`config.mk`:
```
export PLATFORM = sky130hd
export DESIGN_NAME = rng_ctrl_top
export DESIGN_NICKNAME = d
export VERILOG_FILES = /design/src/rtl/rng_pkg.sv /design/src/rtl/rng_clkdiv.sv /design/src/rtl/rng_lfsr.sv /design/src/rtl/rng_fifo.sv /design/src/rtl/rng_ctrl_top.sv
export SDC_FILE = /design/constraint.sdc
export NUM_CORES = 1
export LEC_CHECK = 0
export BUFFER_PORTS_ARGS = -buffer_cell sky130_fd_sc_hd__buf_2
export CORE_MARGIN = 8
export CORE_UTILIZATION = 50
export CTS_BUF_LIST = sky130_fd_sc_hd__clkbuf_4
export DETAILED_ROUTE_END_ITERATION = 8
export PLACE_DENSITY = 0.67
export SYNTH_ARGS = -nofsm -noshare
export SYNTH_HDL_FRONTEND = slang
export SYNTH_SLANG_ARGS = --single-unit
```
`constraint.sdc`:
```
create_clock -name clk -period 3.8 [get_ports clk]
set_input_delay 0.19 -clock clk [delete_from_list [all_inputs] [get_ports clk]]
set_output_delay 0.19 -clock clk [all_outputs]
set_load 0.02 [all_outputs]
```
`src/rtl/rng_pkg.sv`:
```
package rng_pkg;
  localparam int REG_W = 32;

  localparam logic [4:0] OFF_CTRL  = 5'h00;
  localparam logic [4:0] OFF_STAT  = 5'h04;
  localparam logic [4:0] OFF_DATA  = 5'h08;
  localparam logic [4:0] OFF_NOISE = 5'h0C;
  localparam logic [4:0] OFF_HTEST = 5'h10;

  localparam int CB_EN      = 2;
  localparam int CB_DIV_LO  = 16;
  localparam int CB_CONDRST = 30;

  localparam int SB_DRDY    = 0;
  localparam int SB_CSF     = 2;
  localparam int SB_SEEDINT = 6;

  localparam logic [REG_W-1:0] CTRL_PROT_MASK = 32'h03FF_FF20;
endpackage

```
`src/rtl/rng_clkdiv.sv`:
```
module rng_clkdiv #(
  parameter int DIV_W = 4
) (
  input  logic             clk,
  input  logic             rst,
  input  logic             run,
  input  logic [DIV_W-1:0] exp_sel,
  output logic             tick
);
  localparam int CNT_W = (1 << DIV_W) - 1;

  logic [CNT_W-1:0] cnt_q;
  logic [CNT_W-1:0] mask;

  always_ff @(posedge clk) begin
    if (rst || !run) cnt_q <= '0;
    else             cnt_q <= cnt_q + 1'b1;
  end

  always_comb begin
    mask = ~({CNT_W{1'b1}} << exp_sel);
    tick = run && ((cnt_q & mask) == mask);
  end
endmodule

```
`src/rtl/rng_lfsr.sv`:
```
module rng_lfsr #(
  parameter int          W    = 32,
  parameter logic [W-1:0] MASK = 32'h8020_0003,
  parameter logic [W-1:0] SEED = 32'h0000_0001
) (
  input  logic         clk,
  input  logic         rst,
  input  logic         adv,
  output logic [W-1:0] word_o
);
  logic [W-1:0] state_q;

  always_comb word_o = (state_q >> 1) ^ (state_q[0] ? MASK : '0);

  always_ff @(posedge clk) begin
    if (rst)      state_q <= SEED;
    else if (adv) state_q <= word_o;
  end
endmodule

```
`src/rtl/rng_fifo.sv`:
```
module rng_fifo #(
  parameter int W     = 32,
  parameter int DEPTH = 4
) (
  input  logic                       clk,
  input  logic                       rst,
  input  logic                       flush,
  input  logic                       push,
  input  logic [W-1:0]               din,
  input  logic                       pop,
  output logic [W-1:0]               dout,
  output logic [$clog2(DEPTH+1)-1:0] count,
  output logic                       empty,
  output logic                       full
);
  localparam int AW = (DEPTH > 1) ? $clog2(DEPTH) : 1;
  localparam int CW = $clog2(DEPTH+1);

  logic [W-1:0]  mem [DEPTH];
  logic [AW-1:0] wr_ptr, rd_ptr;
  logic [CW-1:0] cnt_q;
  logic          do_push, do_pop;

  function automatic logic [AW-1:0] bump(input logic [AW-1:0] p);
    return (p == AW'(DEPTH-1)) ? '0 : p + 1'b1;
  endfunction

  always_comb begin
    empty   = (cnt_q == '0);
    full    = (cnt_q == CW'(DEPTH));
    do_push = push && !full && !flush;
    do_pop  = pop && !empty && !flush;
    dout    = mem[rd_ptr];
    count   = cnt_q;
  end

  always_ff @(posedge clk) begin
    if (do_push) mem[wr_ptr] <= din;
  end

  always_ff @(posedge clk) begin
    if (rst || flush) begin
      wr_ptr <= '0;
      rd_ptr <= '0;
      cnt_q  <= '0;
    end else begin
      if (do_push) wr_ptr <= bump(wr_ptr);
      if (do_pop)  rd_ptr <= bump(rd_ptr);
      cnt_q <= cnt_q + CW'(do_push) - CW'(do_pop);
    end
  end
endmodule

```
`src/rtl/rng_ctrl_top.sv`:
```
module rng_ctrl_top
  import rng_pkg::*;
#(
  parameter int          ADDR_W       = 5,
  parameter int          FIFO_DEPTH   = 4,
  parameter int          RST_TICKS    = 16,
  parameter int          DIV_W        = 4,
  parameter int          NOISE_W      = 18,
  parameter bit          AUTO_RECOVER = 1'b1,
  parameter logic [31:0] LFSR_MASK    = 32'h8020_0003,
  parameter logic [31:0] LFSR_SEED    = 32'h0000_0001
) (
  input  logic              clk,
  input  logic              rst,
  input  logic              bus_we,
  input  logic              bus_re,
  input  logic [ADDR_W-1:0] bus_addr,
  input  logic [31:0]       bus_wdata,
  output logic [31:0]       bus_rdata,
  input  logic              src_fault
);
  localparam int SEQ_W  = $clog2(RST_TICKS + 1);
  localparam int FCNT_W = $clog2(FIFO_DEPTH + 1);

  logic [REG_W-1:0]   cr_q;
  logic               condrst_q, busy_q, seq_sw_q, seis_q, csf_q, fault_q;
  logic [NOISE_W-1:0] noise_q;
  logic [REG_W-1:0]   htest_q;
  logic [SEQ_W-1:0]   seq_cnt;

  logic              en, cfg_open, tick;
  logic              wr_cr, wr_sr, wr_ns, wr_ht, rd_dr;
  logic              start_sw, start_auto, fault_hit, seq_done, flush;
  logic              push, pop, fifo_empty, fifo_full;
  logic [31:0]       push_word, fifo_dout;
  logic [FCNT_W-1:0] fifo_count;

  always_comb begin
    en         = cr_q[CB_EN];
    cfg_open   = condrst_q && !busy_q;
    wr_cr      = bus_we && (bus_addr == ADDR_W'(OFF_CTRL));
    wr_sr      = bus_we && (bus_addr == ADDR_W'(OFF_STAT));
    wr_ns      = bus_we && (bus_addr == ADDR_W'(OFF_NOISE));
    wr_ht      = bus_we && (bus_addr == ADDR_W'(OFF_HTEST));
    rd_dr      = bus_re && (bus_addr == ADDR_W'(OFF_DATA));
    start_sw   = wr_cr && cfg_open && !bus_wdata[CB_CONDRST];
    start_auto = AUTO_RECOVER && csf_q && !fault_q && !busy_q && !condrst_q && !start_sw;
    fault_hit  = fault_q && en && !busy_q;
    seq_done   = busy_q && tick && (seq_cnt == SEQ_W'(RST_TICKS - 1));
    flush      = busy_q || fault_hit || start_sw || start_auto;
    push       = tick && en && !busy_q && !csf_q && !fault_hit && !fifo_full && !flush;
    pop        = rd_dr && !fifo_empty;
  end

  rng_clkdiv #(.DIV_W(DIV_W)) u_div (
    .clk(clk), .rst(rst), .run(en || busy_q),
    .exp_sel(cr_q[CB_DIV_LO +: DIV_W]), .tick(tick)
  );

  rng_lfsr #(.W(32), .MASK(LFSR_MASK), .SEED(LFSR_SEED)) u_src (
    .clk(clk), .rst(rst), .adv(push), .word_o(push_word)
  );

  rng_fifo #(.W(32), .DEPTH(FIFO_DEPTH)) u_fifo (
    .clk(clk), .rst(rst), .flush(flush), .push(push), .din(push_word),
    .pop(pop), .dout(fifo_dout), .count(fifo_count),
    .empty(fifo_empty), .full(fifo_full)
  );

  // Control register, configuration and recovery sequencing
  always_ff @(posedge clk) begin
    if (rst) begin
      cr_q      <= '0;
      condrst_q <= 1'b0;
      noise_q   <= '0;
      htest_q   <= '0;
      busy_q    <= 1'b0;
      seq_sw_q  <= 1'b0;
      seq_cnt   <= '0;
      seis_q    <= 1'b0;
      csf_q     <= 1'b0;
      fault_q   <= 1'b0;
    end else begin
      fault_q <= src_fault;
      if (wr_cr) begin
        if (cfg_open) cr_q <= (cr_q & ~CTRL_PROT_MASK) | (bus_wdata & CTRL_PROT_MASK);
        cr_q[CB_EN] <= bus_wdata[CB_EN];
        if (!busy_q && !start_sw) condrst_q <= bus_wdata[CB_CONDRST];
      end
      if (wr_ns && cfg_open) noise_q <= bus_wdata[NOISE_W-1:0];
      if (wr_ht && cfg_open) htest_q <= bus_wdata;

      if (start_sw || start_auto) begin
        busy_q   <= 1'b1;
        seq_sw_q <= start_sw;
        seq_cnt  <= '0;
      end else if (busy_q && tick) begin
        if (seq_done) busy_q <= 1'b0;
        else          seq_cnt <= seq_cnt + 1'b1;
      end

      if (wr_sr && !bus_wdata[SB_SEEDINT]) seis_q <= 1'b0;
      if (seq_done && seq_sw_q) begin
        condrst_q <= 1'b0;
        seis_q    <= 1'b0;
      end
      if (seq_done && !fault_q) csf_q <= 1'b0;
      if (fault_hit) begin
        seis_q <= 1'b1;
        csf_q  <= 1'b1;
      end
    end
  end

  // Registered read port
  always_ff @(posedge clk) begin
    if (rst) bus_rdata <= '0;
    else if (bus_re) begin
      unique case (bus_addr)
        ADDR_W'(OFF_CTRL):  bus_rdata <= cr_q | (32'(condrst_q) << CB_CONDRST);
        ADDR_W'(OFF_STAT):  bus_rdata <= (32'(seis_q) << SB_SEEDINT) |
                                         (32'(csf_q) << SB_CSF) |
                                         (32'(!fifo_empty) << SB_DRDY);
        ADDR_W'(OFF_DATA):  bus_rdata <= fifo_empty ? '0 : fifo_dout;
        ADDR_W'(OFF_NOISE): bus_rdata <= 32'(noise_q);
        ADDR_W'(OFF_HTEST): bus_rdata <= htest_q;
        default:            bus_rdata <= '0;
      endcase
    end
  end
endmodule

```
==> impl_metrics.json <==
{
  "finalHoldViolations": 0,
  "critical_path_class": "reg2reg",
  "cts_max_level": 3,
  "relSlewSlack_pct": 24.8,
  "synth-xor-area-share_pct": 1.13,
  "cts_resized": 0,
  "drt_iter0_drc": 867,
  "drtPass1Iterations": 7,
  "slowest_stage": "o211a_2",
  "clk_pin_slew_ns": 0.07,
  "io_pins": 74,
  "die_area_um2": 28400,
  "finalCritPeriodShare_pct": 76.9,
  "die_height_um": 168,
  "async_reset_ff_share_pct": 0,
  "finish.instance_area_um2": 13600,
  "synth_compound_area_share_pct": 12.9,
  "cap_violations": 0,
  "status": "finished, final reports clean",
  "clockRootBuffer": "clkbuf_4",
  "power_mw": 6.23,
  "synth_edf_count": 128,
  "power_density_nw_per_um2": 458,
  "synthesis.area_um2": 11600,
  "synth.mux.area_fraction_pct": 6.98,
  "skew_ns": 0.0335,
  "antenna_found_initial": 1,
  "tritoncts": "built",
  "synth-simple-area-share_pct": 12.3,
  "clock_sinks": 297,
  "worstSkewPairLatency_ns": 0.66,
  "core_area_um2": 22700,
  "grt_pass1_wl_um": 45500,
  "cp.buffers_inverters": 1,
  "clock.fmax_mhz": 342,
  "cp.arrival_ns": 3.20,
  "setup_violations": 0,
  "max_stage_delay_ns": 0.55,
  "syn_avg_cell_area_um2": 11.4,
  "syn2layout_area_growth_pct": 17.1,
  "routed-via-count": 8516,
  "grt_max_degree": 77,
  "num_rows": 55,
  "crit_chain": "o21bai_1 -> o2111ai_1 -> a222oi_1 -> o211a_2 -> nand2_2 -> nor2_2 -> buf_4",
  "synthCells": 1016,
  "dpl_cell_area_um2": 12300,
  "cp_max_fo": 32,
  "startpoint_type": "register",
  "grt_usage_pct": 20.0,
  "synth_top_flop_cell": "dfxtp_1",
  "worstPathRequired_ns": 4.08,
  "crit_family": "compound AO/OA/AOI/OAI gates",
  "hpwl_um": 17700,
  "cts_setup_buffers": 0,
  "worstMarginPinSlew_ns": 1.13,
  "ys_ff_latch": 297,
  "syn_nets": 1069,
  "io_buffers": 73,
  "timing.final.crit_period_ns": 2.92,
  "yosysUniqueCellTypes": 58,
  "seq_area_frac_synth_pct": 62.2,
  "initial_core_util_pct": 51.2,
  "setup.worst_path.end_class": "register",
  "cts_buffers": 77,
  "nNetsFinal": 1208,
  "gp_congestion": 0.902,
  "die_w_um": 168,
  "wl_per_cell_um": 18.8,
  "drv_slew": 0,
  "yosys_warnings": 0,
  "synth_top_family_by_area": "compound AO/OA/AOI/OAI gates",
  "grt_overflow": 0,
  "clock_path_buffers": 3,
  "rsz0062_at_grt": "no",
  "fin_setup_tns_ns": 0,
  "drc": 0,
  "hold_buffers": 35,
  "ant_nets": 0,
  "hold_class": "in2reg",
  "max-vdd-ir-drop_v": 0.000156,
  "drive_gt1_share_pct": 22.4,
  "drt_wl_total_um": 28300,
  "synth_adder_area_share_pct": 1.34,
  "p_leak_nw": 4.77,
  "via_per_inst": 5.68,
  "grt_pass1_vias": 8537
}
sequential cells by signal (all words and copies together) (netlist names), 2 cells and up, named ones only:
signal         flops
u_fifo.mem       128
u_fifo.rd_ptr      2
u_fifo.wr_ptr      2
cr_q              20
seq_cnt            5
bus_rdata         32
u_fifo.count       3
u_src.state_q     32
noise_q           18
u_div.cnt_q       15
htest_q           32
worst reg2reg max path, cell delays in order, from the launching register on:
cell and delay (ns):
dfxtp_1 0.40, o21bai_1 0.14, o2111ai_1 0.11, a222oi_1 0.45
o211a_2 0.55, nand2_2 0.29, nor2_2 0.14, buf_4 0.44
worst paths after layout:
path / startpoint / to / slack [ns] / cells after the start
min: bus_addr[2] / cr_q[24] / 0.07 / 4
max reg2reg: u_div.cnt_q[10] / u_fifo.mem[3][10] / 0.88 / 7
min reg2reg: htest_q[17] / htest_q[17] / 0.45 / 2
max: u_div.cnt_q[10] / u_fifo.mem[3][10] / 0.88 / 7
report_power, final:
group | switching (mW) | total (mW) | leakage (nW) | internal, mW
clock network | 1.24 | 2.72 | 0.601 | 1.47
logic | 0.115 | 0.186 | 1.54 | 0.0719
registers | 0.00939 | 3.32 | 2.63 | 3.32
area by class of cell:
cell class                      instances  area [µm²]
Fill cell                            1865        9100
Sequential cell                       297        7230
Multi-Input combinational cell        627        4050
Clock buffer                          124         931
Timing Repair Buffer                  131         903
Tap cell                              285         357
Inverter                               21        78.8
Clock inverter                         14        57.6
Antenna cell                            1        2.50
placed cells by master, fill, tap and decap left out, types with 9 or more instances in the layout:
| master | Yosys | final |
|---|---|---|
| a21oi_1 | 108 | 108 |
| edfxtp_1 | 128 | 128 |
| nor3_1 | 11 | 11 |
| o21ai_0 | 17 | 17 |
| nand2b_1 | 10 | 10 |
| and3_1 | 12 | 12 |
| a221oi_1 | 18 | 18 |
| dlygate4sd3_1 | 0 | 35 |
| buf_4 | 0 | 23 |
| ha_1 | 10 | 10 |
| nand3_1 | 31 | 31 |
| a22oi_1 | 19 | 19 |
| buf_2 | 14 | 72 |
| nor2_1 | 62 | 61 |
| dfxtp_1 | 169 | 168 |
| clkinv_1 | 0 | 9 |
| mux2i_1 | 9 | 9 |
| a211oi_1 | 27 | 27 |
| clkbuf_4 | 0 | 124 |
| mux4_2 | 32 | 32 |
| xor2_1 | 12 | 12 |
| inv_1 | 19 | 19 |
| nand2_1 | 165 | 165 |
| o21ai_1 | 16 | 16 |
| a222oi_1 | 11 | 11 |
metal layers:
| layer | up-vias | routed length [µm] | track usage (%) |
|---|---|---|---|
| met3 | 44 | 1760 | 4.63 |
| met2 | 282 | 13400 | 32.2 |
| li1 | 4059 | - | - |
| met5 | - | 0 | 0 |
| met1 | 4131 | 12600 | 26.0 |
| met4 | 0 | 475 | 7.26 |
Yosys cell counts, drive strengths merged (2+ instances only):
cell type	n	share of area [%]
a222oi	11	0.95
o211ai	3	0.19
nand2	166	5.4
a22oi	19	1.2
or2	2	0.11
a41oi	2	0.22
xor2	12	0.90
a31oi	2	0.11
o31ai	3	0.19
a221oi	18	1.4
nor4	4	0.27
clkbuf	53	1.7
and2	3	0.16
nand2b	10	0.54
or3	7	0.42
nor3	12	0.61
edfxtp	128	33
nand4	3	0.16
xnor2	3	0.23
o21ai	33	1.4
buf	18	0.73
o2111ai	2	0.15
nor2b	2	0.11
inv	21	0.68
o21bai	2	0.13
or4	3	0.19
and3	12	0.65
a211oi	27	1.7
dfxtp	169	29
nor2	62	2.0
ha	10	1.1
mux2i	9	0.78
a21oi	108	4.7
mux4	32	6.2
nand3	32	1.4
kinds of logic after synthesis:
family / after synthesis
AO/OA/AOI/OAI: 238
XOR/XNOR: 15
adder cells (fa/ha/maj): 12
buffers and inverters: 92
flip-flops: 297
multiplexers: 41
AND/OR/NAND/NOR: 321
stage by stage:
stage          setup slack [ns]  hold WS (ns)  util [%]  std cells
2_1_floorplan             0.677         0.318         -       1016
3_3_place_gp               1.05         0.434      54.0       1326
3_5_place_dp              0.902         0.446      54.0       1326
4_1_cts                   0.883        0.0102      59.9       1499
5_1_grt                   0.654        0.0419      59.9       1500
6_report                  0.879        0.0695      59.9       1500
No activity file was read; power rests on OpenSTA's default activity.
